$ cat src/rtl/wps_pkg.sv
package wps_pkg;
  localparam int ADDR_W = 15;
  localparam int DATA_W = 8;

  localparam logic [ADDR_W-1:0] ADR_HI = 15'h5555;
  localparam logic [ADDR_W-1:0] ADR_LO = 15'h2AAA;

  localparam logic [DATA_W-1:0] D_KEY1   = 8'hAA;
  localparam logic [DATA_W-1:0] D_KEY2   = 8'h55;
  localparam logic [DATA_W-1:0] D_ARM    = 8'hA0;
  localparam logic [DATA_W-1:0] D_ESC    = 8'h80;
  localparam logic [DATA_W-1:0] D_DISARM = 8'h20;

  // pattern hits decoded by the datapath
  typedef struct packed {
    logic key1;
    logic key2;
    logic arm;
    logic esc;
    logic disarm;
  } cmdHit_t;

  // strobes from control to the flag register
  typedef struct packed {
    logic setProt;
    logic clrProt;
  } protStrb_t;

  typedef enum logic [2:0] {
    SEQ_IDLE, SEQ_K1, SEQ_K2, SEQ_ESC, SEQ_ESC_K1, SEQ_ESC_K2
  } seqState_t;
endpackage

$ cat src/rtl/wps_match.sv
module wps_match
  import wps_pkg::*;
(
  input  logic              clk,
  input  logic              porN,
  input  logic [ADDR_W-1:0] wrAddr,
  input  logic [DATA_W-1:0] wrData,
  input  protStrb_t         strb,
  output cmdHit_t           hit,
  output logic              protOn
);
  logic atHi, atLo;

  assign atHi       = (wrAddr == ADR_HI);
  assign atLo       = (wrAddr == ADR_LO);
  assign hit.key1   = atHi && (wrData == D_KEY1);
  assign hit.key2   = atLo && (wrData == D_KEY2);
  assign hit.arm    = atHi && (wrData == D_ARM);
  assign hit.esc    = atHi && (wrData == D_ESC);
  assign hit.disarm = atHi && (wrData == D_DISARM);

  // models a nonvolatile bit: only power-on clears it
  always_ff @(posedge clk or negedge porN) begin
    if (!porN)             protOn <= 1'b0;
    else if (strb.setProt) protOn <= 1'b1;
    else if (strb.clrProt) protOn <= 1'b0;
  end


  arm_code_chk: assert property (@(posedge clk) disable iff (!porN)
    strb.setProt |-> (wrAddr == 15'h5555 && wrData == 8'hA0));


  prot_strb_excl_chk: assert property (@(posedge clk) disable iff (!porN)
    $onehot0({strb.setProt, strb.clrProt}));
endmodule

$ cat src/rtl/wps_ctrl.sv
module wps_ctrl
  import wps_pkg::*;
#(
  parameter int PAGE_BYTES = 128,
  parameter int STEP_WIN   = 64
) (
  input  logic      clk,
  input  logic      rstN,
  input  logic      wrStb,
  input  logic      loadDone,
  input  cmdHit_t   hit,
  input  logic      protOn,
  output protStrb_t strb,
  output logic      wrPermit
);
  localparam int TW = $clog2(STEP_WIN + 1);
  localparam int CW = $clog2(PAGE_BYTES + 1);

  seqState_t       seq, nextSeq;
  logic [TW-1:0]   tmr;
  logic [CW-1:0]   loadCnt;
  logic            winOpen, clrPend;
  logic            stepHit, armHit, disarmHit, pageRoom;

  always_comb begin
    stepHit = 1'b0;
    nextSeq = SEQ_IDLE;
    case (seq)
      SEQ_IDLE:   begin stepHit = hit.key1; nextSeq = SEQ_K1; end
      SEQ_K1:     begin stepHit = hit.key2; nextSeq = SEQ_K2; end
      SEQ_K2: begin
        stepHit = hit.arm || hit.esc;
        nextSeq = hit.esc ? SEQ_ESC : SEQ_IDLE;
      end
      SEQ_ESC:    begin stepHit = hit.key1; nextSeq = SEQ_ESC_K1; end
      SEQ_ESC_K1: begin stepHit = hit.key2; nextSeq = SEQ_ESC_K2; end
      SEQ_ESC_K2: begin stepHit = hit.disarm; nextSeq = SEQ_IDLE; end
      default:    begin stepHit = 1'b0; nextSeq = SEQ_IDLE; end
    endcase
  end

  assign armHit       = (seq == SEQ_K2) && hit.arm;
  assign disarmHit    = (seq == SEQ_ESC_K2) && hit.disarm;
  assign pageRoom     = (loadCnt < CW'(PAGE_BYTES));
  assign strb.setProt = wrStb && !winOpen && armHit;
  assign strb.clrProt = loadDone && clrPend && !strb.setProt;
  assign wrPermit     = wrStb && (winOpen ? pageRoom : (!stepHit && !protOn));

  always_ff @(posedge clk or negedge rstN) begin
    if (!rstN) begin
      seq     <= SEQ_IDLE;
      tmr     <= '0;
      loadCnt <= '0;
      winOpen <= 1'b0;
      clrPend <= 1'b0;
    end else begin
      if (strb.clrProt) clrPend <= 1'b0;
      if (winOpen) begin
        seq <= SEQ_IDLE;
        if (wrStb && pageRoom) loadCnt <= loadCnt + 1'b1;
        if (loadDone) begin
          winOpen <= 1'b0;
          loadCnt <= '0;
        end
      end else if (wrStb) begin
        if (stepHit) begin
          seq <= nextSeq;
          tmr <= TW'(STEP_WIN);
          if (armHit) begin
            winOpen <= 1'b1;
            loadCnt <= '0;
            clrPend <= 1'b0;
          end
          if (disarmHit) clrPend <= 1'b1;
        end else begin
          seq <= SEQ_IDLE;
        end
      end else if (seq != SEQ_IDLE) begin
        tmr <= tmr - 1'b1;
        if (tmr == TW'(1)) seq <= SEQ_IDLE;
      end
    end
  end


  permit_needs_stb_chk: assert property (@(posedge clk) disable iff (!rstN)
    wrPermit |-> wrStb);


  locked_drop_chk: assert property (@(posedge clk) disable iff (!rstN)
    (protOn && !winOpen) |-> !wrPermit);


  page_cap_chk: assert property (@(posedge clk) disable iff (!rstN)
    loadCnt <= CW'(PAGE_BYTES));


  arm_opens_chk: assert property (@(posedge clk) disable iff (!rstN)
    strb.setProt |=> (winOpen && protOn));


  clear_needs_done_chk: assert property (@(posedge clk) disable iff (!rstN)
    $fell(protOn) |-> $past(loadDone));
endmodule

$ cat src/rtl/wprot_seq.sv
module wprot_seq
  import wps_pkg::*;
#(
  parameter int PAGE_BYTES = 128,
  parameter int STEP_WIN   = 64
) (
  input  logic        clk,
  input  logic        porN,
  input  logic        rstN,
  input  logic        wrStb,
  input  logic [14:0] wrAddr,
  input  logic [7:0]  wrData,
  input  logic        loadDone,
  output logic        wrPermit,
  output logic        protOn
);
  cmdHit_t   hit;
  protStrb_t strb;

  wps_match u_match (
    .clk    (clk),
    .porN   (porN),
    .wrAddr (wrAddr),
    .wrData (wrData),
    .strb   (strb),
    .hit    (hit),
    .protOn (protOn)
  );

  wps_ctrl #(.PAGE_BYTES(PAGE_BYTES), .STEP_WIN(STEP_WIN)) u_ctrl (
    .clk      (clk),
    .rstN     (rstN),
    .wrStb    (wrStb),
    .loadDone (loadDone),
    .hit      (hit),
    .protOn   (protOn),
    .strb     (strb),
    .wrPermit (wrPermit)
  );
endmodule

$ cat config.mk
export PLATFORM = sky130hd
export DESIGN_NAME = wprot_seq
export DESIGN_NICKNAME = d
export VERILOG_FILES = /design/src/rtl/wps_pkg.sv /design/src/rtl/wps_match.sv /design/src/rtl/wps_ctrl.sv /design/src/rtl/wprot_seq.sv
export SDC_FILE = /design/constraint.sdc
export NUM_CORES = 1
export LEC_CHECK = 0
export BUFFER_PORTS_ARGS = -buffer_cell sky130_fd_sc_hd__buf_2
export CORE_ASPECT_RATIO = 0.75
export CORE_UTILIZATION = 42
export DETAILED_ROUTE_END_ITERATION = 10
export SLEW_MARGIN = 10
export SYNTH_ARGS = -nofsm -noshare
export SYNTH_HDL_FRONTEND = slang
export SYNTH_SLANG_ARGS = --single-unit
$ cat constraint.sdc
create_clock -name clk -period 3.8 [get_ports clk]
set_input_delay 0.19 -clock clk [delete_from_list [all_inputs] [get_ports clk]]
set_output_delay 0.19 -clock clk [all_outputs]
set_load 0.02 [all_outputs]
## Word level (Yosys, flattened, before mapping)

Index checks and enable logic that the tools add are counted.
Widths: inputs -> output; s select.

- Multipliers: 0
- Muxes and demuxes: 31
- $add $sub $neg: 2
- Bitwise logic cells: 1
- Equal/unequal tests: 15
- Reductions and logical operators: 33
- Order comparisons: 1
- Divide/modulo/power cells: 0
- Shift operators: 0

Operators with widths:

| kind | count |
|---|---|
| $mux 8 | 6 |
| $eq 8x8->1 const B | 3 |
| $mux 7 | 3 |
| $eq 15x14->1 const B | 1 |
| $eq 15x15->1 const B | 1 |
| $mux 3 | 5 |
| $pmux 3 s5 | 1 |
| $logic_and 1x1->1 | 14 |
| $mux 1 | 14 |
| $reduce_bool 2->1 | 5 |
| $reduce_bool 3->1 | 3 |
| $add 8x1->8 const B | 1 |
| $eq 8x6->1 const B | 1 |
| $eq 8x7->1 const B | 1 |
| $lt 8x8->1 const B | 1 |
| $eq 7x1->1 const B | 1 |
| $sub 7x1->7 const B | 1 |
| $eq 3x2->1 const B | 2 |
| $eq 3x3->1 const B | 2 |
| $logic_not 1->1 | 4 |
| $pmux 1 s4 | 1 |
| $reduce_and 4->1 | 1 |
| $reduce_or 2->1 | 2 |
| $eq 3x1->1 const B | 1 |
| other kinds (8) | 8 |

- Latch bits: 0
- Memory bits (read-only): 0
- Bits in registers: 21
- RAM bits: 0
- Output and inout bits: 2
- Input port bits: 28
- Memories kept: 0

## Depth between registers and ports, before layout

Gate-level depths: netlist (run 1).

- Word-level depth: 12
- Depth in mapped cells: 7

## Cells and area by module

From an unflattened synthesis (run 1), not the netlist that was laid out.

- Cells, all modules: 153
- Area, all modules: 1,465.2 um2

Modules (own cells, without submodules):

| module | sequential area each (um2) | area each (um2) | cells an instance | instances |
|---|---|---|---|---|
| wps_ctrl | 500.5 | 1,227.4 | 125 | 1 |
| wps_match | 25.0 | 237.7 | 28 | 1 |

## Worst setup path before layout (run 1)

No wires, ideal clock.

- Kind: register to output
- From: reg u_ctrl.seq[2]
- To: out wrPermit
- Setup slack: 1,896 ps
- Cell stages (with the launch flop): 7
- Arrival time: 1,714 ps
- Buffers on the path: 1
- Required time: 3,610 ps
- Cells stage by stage: dfrtp_1 buf_2 nand2b_1 or3_1 a311oi_2 nor4_1 o21a_1

- Word-level cells in the longest chain between the ends: 7
- Elaborated cells on any way between the ends: 13

RTL lines:

| element | RTL line | RTL |
|---|---|---|
| start, declared | wps_ctrl.sv:19 | `seqState_t seq, nextSeq;` |
| start signal, assigned | wps_ctrl.sv:67 | `seq <= nextSeq;` |
| $eq 3x1->1 (tied with other cells) | wps_ctrl.sv:28 | `case (seq)` |
| $reduce_or 2->1 (no line) | n/a |  |
| $pmux 1 s4 (*) | wps_ctrl.sv:28 |  |
| $logic_not 1->1 (*) | wps_ctrl.sv:47 | `assign wrPermit = wrStb && (winOpen ? pageRoom : (!stepHit && !protOn));` |
| $logic_and 1x1->1 (*) | wps_ctrl.sv:47 |  |
| $mux 1 (*) | wps_ctrl.sv:47 |  |
| $logic_and 1x1->1 (*) | wps_ctrl.sv:47 |  |
| end, declared | wprot_seq.sv:14 | `output logic wrPermit,` |

Every way passes the cells marked *; elsewhere a longest branch is shown, timed or not.

## Worst setup path after layout (run 1)

- From: reg u_ctrl.seq[1]
- To: out wrPermit

Same word-level chain as after synthesis.

==> out/metrics.yaml, run 1 <==
run_status:
  status: "completed"
sta:
  setup_viol: 0
  clock.fmax_mhz: 400.3
  drv_slew: 0
  worstMarginPinSlew_ns: 0.6914
  finClkSkew_ns: 0.005552
  rsz0062_at_grt: "false"
  min_period_ns: 2.498
  hold_violations: 0
  fin_crit_sh: 0.6575
  maxSlewHeadroom: 0.5360
  setup_tns_ns: 0
synth:
  syn_inst: 167
  async_flop_share: 1.000
  yosys.cell_types.count: 53
  synth_area_leader_cell: "dfrtp_1"
  syn_avg_cell_area_um2: 8.923
  synth_flop_cell: "dfrtp_1"
  yosys-top-cells-count: "dfrtp_1, nand2_1, nand3_1, nor2_1"
  synth_top_area_share: 0.3526
  yosysWarningCount: 0
  synth_area_leaders: "dfrtp_1, nand2_1, nand3_1"
  synth_most_common_cell: "dfrtp_1"
  synthesis.nets: 198
  ys_seq_area_frac: 0.3526
  syn_area_um2: 1490
  ys_ff_latch: 21
  synth-edff-count: 0
route:
  via_per_inst: 5.966
  first_pass_iters: 6
  route.vias.total: 1408
  topRoutingLayerUsed: "met4"
  routed-wl-met2_um: 1550
  wl_per_cell_um: 14.91
  drc_errors: 0
  drt_wl_total_um: 3519
  drt-met1-wl_um: 1756
  drt_iter0_markers: 64
  wl_met3_um: 201
  antenna_left: 0
cells_and_area:
  utilization: 0.5150
  final_area_um2: 1717
  layout-drive-gt1-share: 0.2092
  area_growth_pct: 15.20
  fin_cells: 236
  nets: 228
  diodes: 0
power:
  power_density_nw_per_um2: 250.1
  power.total_uw: 429.3
  ir_drop_mv: 0.1775
  p_leak_nw: 0.7859
clock_network:
  numCtsBuffers: 3
  clk_pin_slew_ns: 0.08
  cts_resized: 0
  cts-root-buf: "clkbuf_8"
  clkSinkCount: 21
  post_cts_buffers: 0
  cts_tree: "done"
  clk_latency_ns: 0.26
  cts_buffer_depth: 2
  ctsHtreeMaxLevel: 1
die:
  die-area_um2: 3793
  rows: 18
  initial_utilization: 0.4471
  ioPinCount: 30
  die_y_um: 53.59
  core_area_um2: 3333
  dieWidth_um: 70.78
flow_run:
  maxCapViolCount: 0
placement:
  hpwlAfterDp_um: 2714
  dp.cells: 230
  finalWeightedCongestion: 1.001
  dpl_cell_area_um2: 1650
  io_buffers: 29
critical_path:
  critPathKind: "reg2out"
  end_kind: "primary output"
  crit_arrival_ns: 2.31
  cp_data_required_time_ns: 3.61
  worstPathMaxFanout: 11
  startpoint_type: "flip-flop"
global_route:
  grtUsageTotal: 0.2023
  grt_start_max_net_pins: 21
  grt_pass1_wl_um: 5906
  antenna_found_initial: 0
  grt_pass1_vias: 1298
  gr-total-overflow: 0
min_path:
  hp-class: "in2reg"
==> cell families after synthesis <==
group                    Yosys count  synth area share
AND/OR/NAND/NOR                   90            0.3644
AO/OA/AOI/OAI                     34            0.1780
flip-flops                        21            0.3526
buffers and inverters             12           0.03862
XOR/XNOR                           7           0.04114
adder cells (fa/ha/maj)            3           0.02519
==> state kept, by name, indices dropped and copies added (netlist names) <==
register and count:
u_ctrl.loadCnt 8, u_ctrl.tmr 7, u_ctrl.seq 3, u_ctrl.clrPend 1, u_ctrl.winOpen 1, u_match.protOn 1
==> worst max-delay path, cell delays in order, from the launching register on <==
cell      delay, ns
dfrtp_1        0.51
nor4_1         0.44
nand3_1        0.23
a311oi_2       0.43
nor4_1         0.10
o21a_1         0.18
buf_2          0.15
==> report_power, final <==
part	internal [mW]	leakage (nW)	total (mW)	switching, mW
Sequential	0.227	0.276	0.232	0.00512
Clock	0.0731	0.0255	0.149	0.0763
Combinational	0.0242	0.485	0.0483	0.0241
==> cells in the final DEF (no fill, tap or decap), types with 2 or more instances in the layout <==
master         netlist  routed
buf_2                4      29
dfrtp_1             21      21
nand2_1             17      17
nand3_1             11      11
nor2_1              11      11
inv_1                6       6
and3_1               6       6
nor3_1               6       6
nor4_1               5       5
xor2_1               5       5
a21oi_1              5       5
nor2b_1              4       4
nor4bb_1             4       4
or4bb_1              3       3
nand4_1              3       3
o21ai_1              3       3
o221ai_1             3       3
ha_1                 3       3
clkbuf_8             0       3
nand2b_1             2       2
or3_1                2       2
nor3b_1              2       2
nor4b_1              2       2
nand4b_1             2       2
a31oi_1              2       2
o31ai_1              2       2
and2_1               2       2
o22ai_1              2       2
and3b_1              2       2
o21ai_0              2       2
xnor2_1              2       2
dlygate4sd3_1        0       2
==> metrics by stage <==
stage | setup WS, ns | hold slack (ns)
floorplan | 1.896 | -0.1056
finish | 1.302 | 0.1627
global route | 1.161 | 0.1618
detailed placement | 1.603 | -0.03488
global placement | 1.638 | -0.03580
CTS | 1.331 | 0.1530
==> final cells by class <==
class / instances / area, um^2
multi-input combinational: 134 / 907.1
sequential: 21 / 525.5
fill: 319 / 1617
clock inverter: 1 / 5.005
inverter: 6 / 22.52
clock buffer: 3 / 41.29
tap: 40 / 50.05
timing repair buffer: 31 / 165.2
==> per-layer routing <==
layer | vias to the layer above | global-route usage
met5 | - | 0
met3 | 2 | 0.05618
met4 | 0 | 0.04000
met2 | 30 | 0.3333
li1 | 696 | -
met1 | 680 | 0.2715
==> path summary, 6_finish.rpt <==
check / start / end / slack, ns / cells after the start
max: u_ctrl.seq[1] / wrPermit / 1.30 / 6
max reg2reg: u_ctrl.seq[2] / u_ctrl.loadCnt[4] / 1.60 / 5
min in group asynchronous: porN / u_match.protOn / 0.23 / 2
min reg2reg: u_ctrl.clrPend / u_match.protOn / 0.50 / 1
min: loadDone / u_match.protOn / 0.16 / 2
max in group asynchronous: rstN / u_ctrl.seq[0] / 3.07 / 2
==> what timing repair did <==
| item | CTS | global route |
|---|---|---|
| hold buffers | 2 | 0 |
| hold endpoints to repair | 21 | 0 |
| setup endpoints to repair | 0 | 0 |
Power figures use the tool's default switching activity.
==> run 2: changes to the inputs <==
==> constraint.sdc (replaced) <==
create_clock -name clk -period 2.5 [get_ports clk]
set_input_delay 0.125 -clock clk [delete_from_list [all_inputs] [get_ports clk]]
set_output_delay 0.125 -clock clk [all_outputs]
set_load 0.02 [all_outputs]
==> out/metrics.yaml, run 2 (synthesized netlist as in run 1, its figures left out) <==
clock_network:
  ctsHtreeMaxLevel: 1
  cts-root-buf: "clkbuf_8"
  numCtsBuffers: 3
  cts_buffer_depth: 2
  cts_tree: "done"
  clkSinkCount: 21
  clk_latency_ns: 0.26
  clk_pin_slew_ns: 0.08
route:
  antenna_left: 0
  drt_iter0_markers: 104
  wl_per_cell_um: 15.09
  drt_wl_total_um: 3591
  drc_errors: 0
  first_pass_iters: 6
  route.vias.total: 1423
  via_per_inst: 5.979
sta:
  min_period_ns: 2.372
  maxSlewHeadroom: 0.4753
  rsz0062_at_grt: "false"
  holdWs_ns: 0.09700
  finClkSkew_ns: 0.005735
  fin_crit_sh: 0.9486
  setup_tns_ns: 0
  setup_viol: 0
  hold_violations: 0
  worstMarginPinSlew_ns: 0.7810
  drv_slew: 0
  clock.fmax_mhz: 421.7
placement:
  io_buffers: 29
  hpwlAfterDp_um: 2776
  finalWeightedCongestion: 0.9768
  dp.cells: 232
die:
  ioPinCount: 30
  dieWidth_um: 70.78
  rows: 18
  initial_utilization: 0.4471
  die-area_um2: 3793
  core_area_um2: 3333
  die_y_um: 53.59
critical_path:
  r2r_slack_ns: 0.30
  cp_data_required_time_ns: 2.38
  startpoint_type: "flip-flop"
  critPathKind: "reg2out"
  cp_slowest_cell: "dfrtp_1"
  critPathMaxStageDelay_ns: 0.49
  end_kind: "primary output"
  worstPathMaxFanout: 11
  crit_arrival_ns: 2.25
  crit_path_start: "u_ctrl.seq[2]"
  r2r-end: "u_ctrl.loadCnt[4]"
  worstPathCellList: "nand2b_1, or3_1, a311oi_2, nor4_1, o21a_1, buf_2"
  rr_startpoint: "u_ctrl.seq[1]"
  reg2reg_depth: 5
cells_and_area:
  largestRegisters: "u_ctrl.loadCnt: 8 flops, u_ctrl.tmr: 7 flops, u_ctrl.seq: 3 flops"
  area_growth_pct: 16.62
  utilization: 0.5214
  largest_reg_flops: 8
  layout-drive-gt1-share: 0.2222
  fin_cells: 238
  seqCellArea_um2: 525.5
  final_common_cell: "buf_2"
  final_cell_mix: "buf_2, dfrtp_1, nand2_1, nand3_1, nor2_1"
  multi_input_area_um2: 913.4
  top_register: "u_ctrl.loadCnt"
  nets: 230
  diodes: 0
  fillers: 315
global_route:
  grtUsageTotal: 0.2102
  grt_pass1_wl_um: 6078
  grt_pass1_vias: 1322
  antenna_found_initial: 0
  grt_start_max_net_pins: 21
  gr-total-overflow: 0
power:
  power_density_nw_per_um2: 377.1
  p_leak_nw: 0.7975
  ir_drop_mv: 0.2041
min_path:
  hp-start: "loadDone"
  hp-class: "in2reg"
  holdPathEnd: "u_match.protOn"
  holdPathStages: 2
flow_run:
  maxCapViolCount: 0
run_status:
  status: "completed"
==> run 2: changes by cell type in the layout (fill, tap and decap cells not counted) <==
cell	previous run	this run
nor4_2	0	1
buf_4	0	2
nor4_1	5	4
==> run 2: how the worst max path moves through the flow <==
stage                        endpoint  slack [ns]  cells after the start
floorplan           u_ctrl.loadCnt[6]        0.63                      7
global placement    u_ctrl.loadCnt[4]        0.38                      5
detailed placement  u_ctrl.loadCnt[4]        0.33                      5
CTS                          wrPermit        0.13                      6
global route                 wrPermit        0.05                      6
finish                       wrPermit        0.13                      6
==> run 2: metal layers <==
layer / track usage / wire, um / share of wire / vias to the layer above
li1: - / - / - / 695
met1: 0.2867 / 1795 / 0.50 / 684
met2: 0.3429 / 1611 / 0.45 / 38
met3: 0.04120 / 146 / 0.041 / 6
met4: 0.06667 / 37 / 0.010 / 0
met5: 0 / 0 / 0 / -
==> run 2: power by group <==
group / internal (mW) / switching (mW) / total, mW
combinational: 0.0370 / 0.0374 / 0.0744
sequential: 0.344 / 0.00800 / 0.352
clock: 0.111 / 0.117 / 0.229
==> run 2: layout make-up <==
type	instances	area share
clock buffer	3	0.02376
clock inverter	1	0.002880
inverter	6	0.01296
multi-input combinational	134	0.5256
sequential	21	0.3024
tap	40	0.02880
timing repair buffer	33	0.1037
==> run 2: worst max-delay path, delay by kind of cell (launching register included) <==
family                 cells  cell delay, ns
AO/OA/AOI/OAI              2            0.64
buffers and inverters      1            0.15
flip-flops                 1            0.49
AND/OR/NAND/NOR            3            0.71
==> run 2: timing repair <==
action	in CTS	in global routing
setup buffers	0	0
gates resized for setup	0	1
hold buffers	2	0
hold endpoints to repair	21	0
endpoints found under the setup margin	0	1
==> run 2: through the flow <==
step                setup slack, ns  power [mW]  instance area (um^2)
CTS                          0.1336      0.6626                  1732
detailed placement           0.3262      0.4302                  1665
global route                0.05420      0.6875                  1738
finish                       0.1284      0.6554                  1738
global placement             0.3821      0.4270                  1665
floorplan                    0.6265      0.3907                  1490
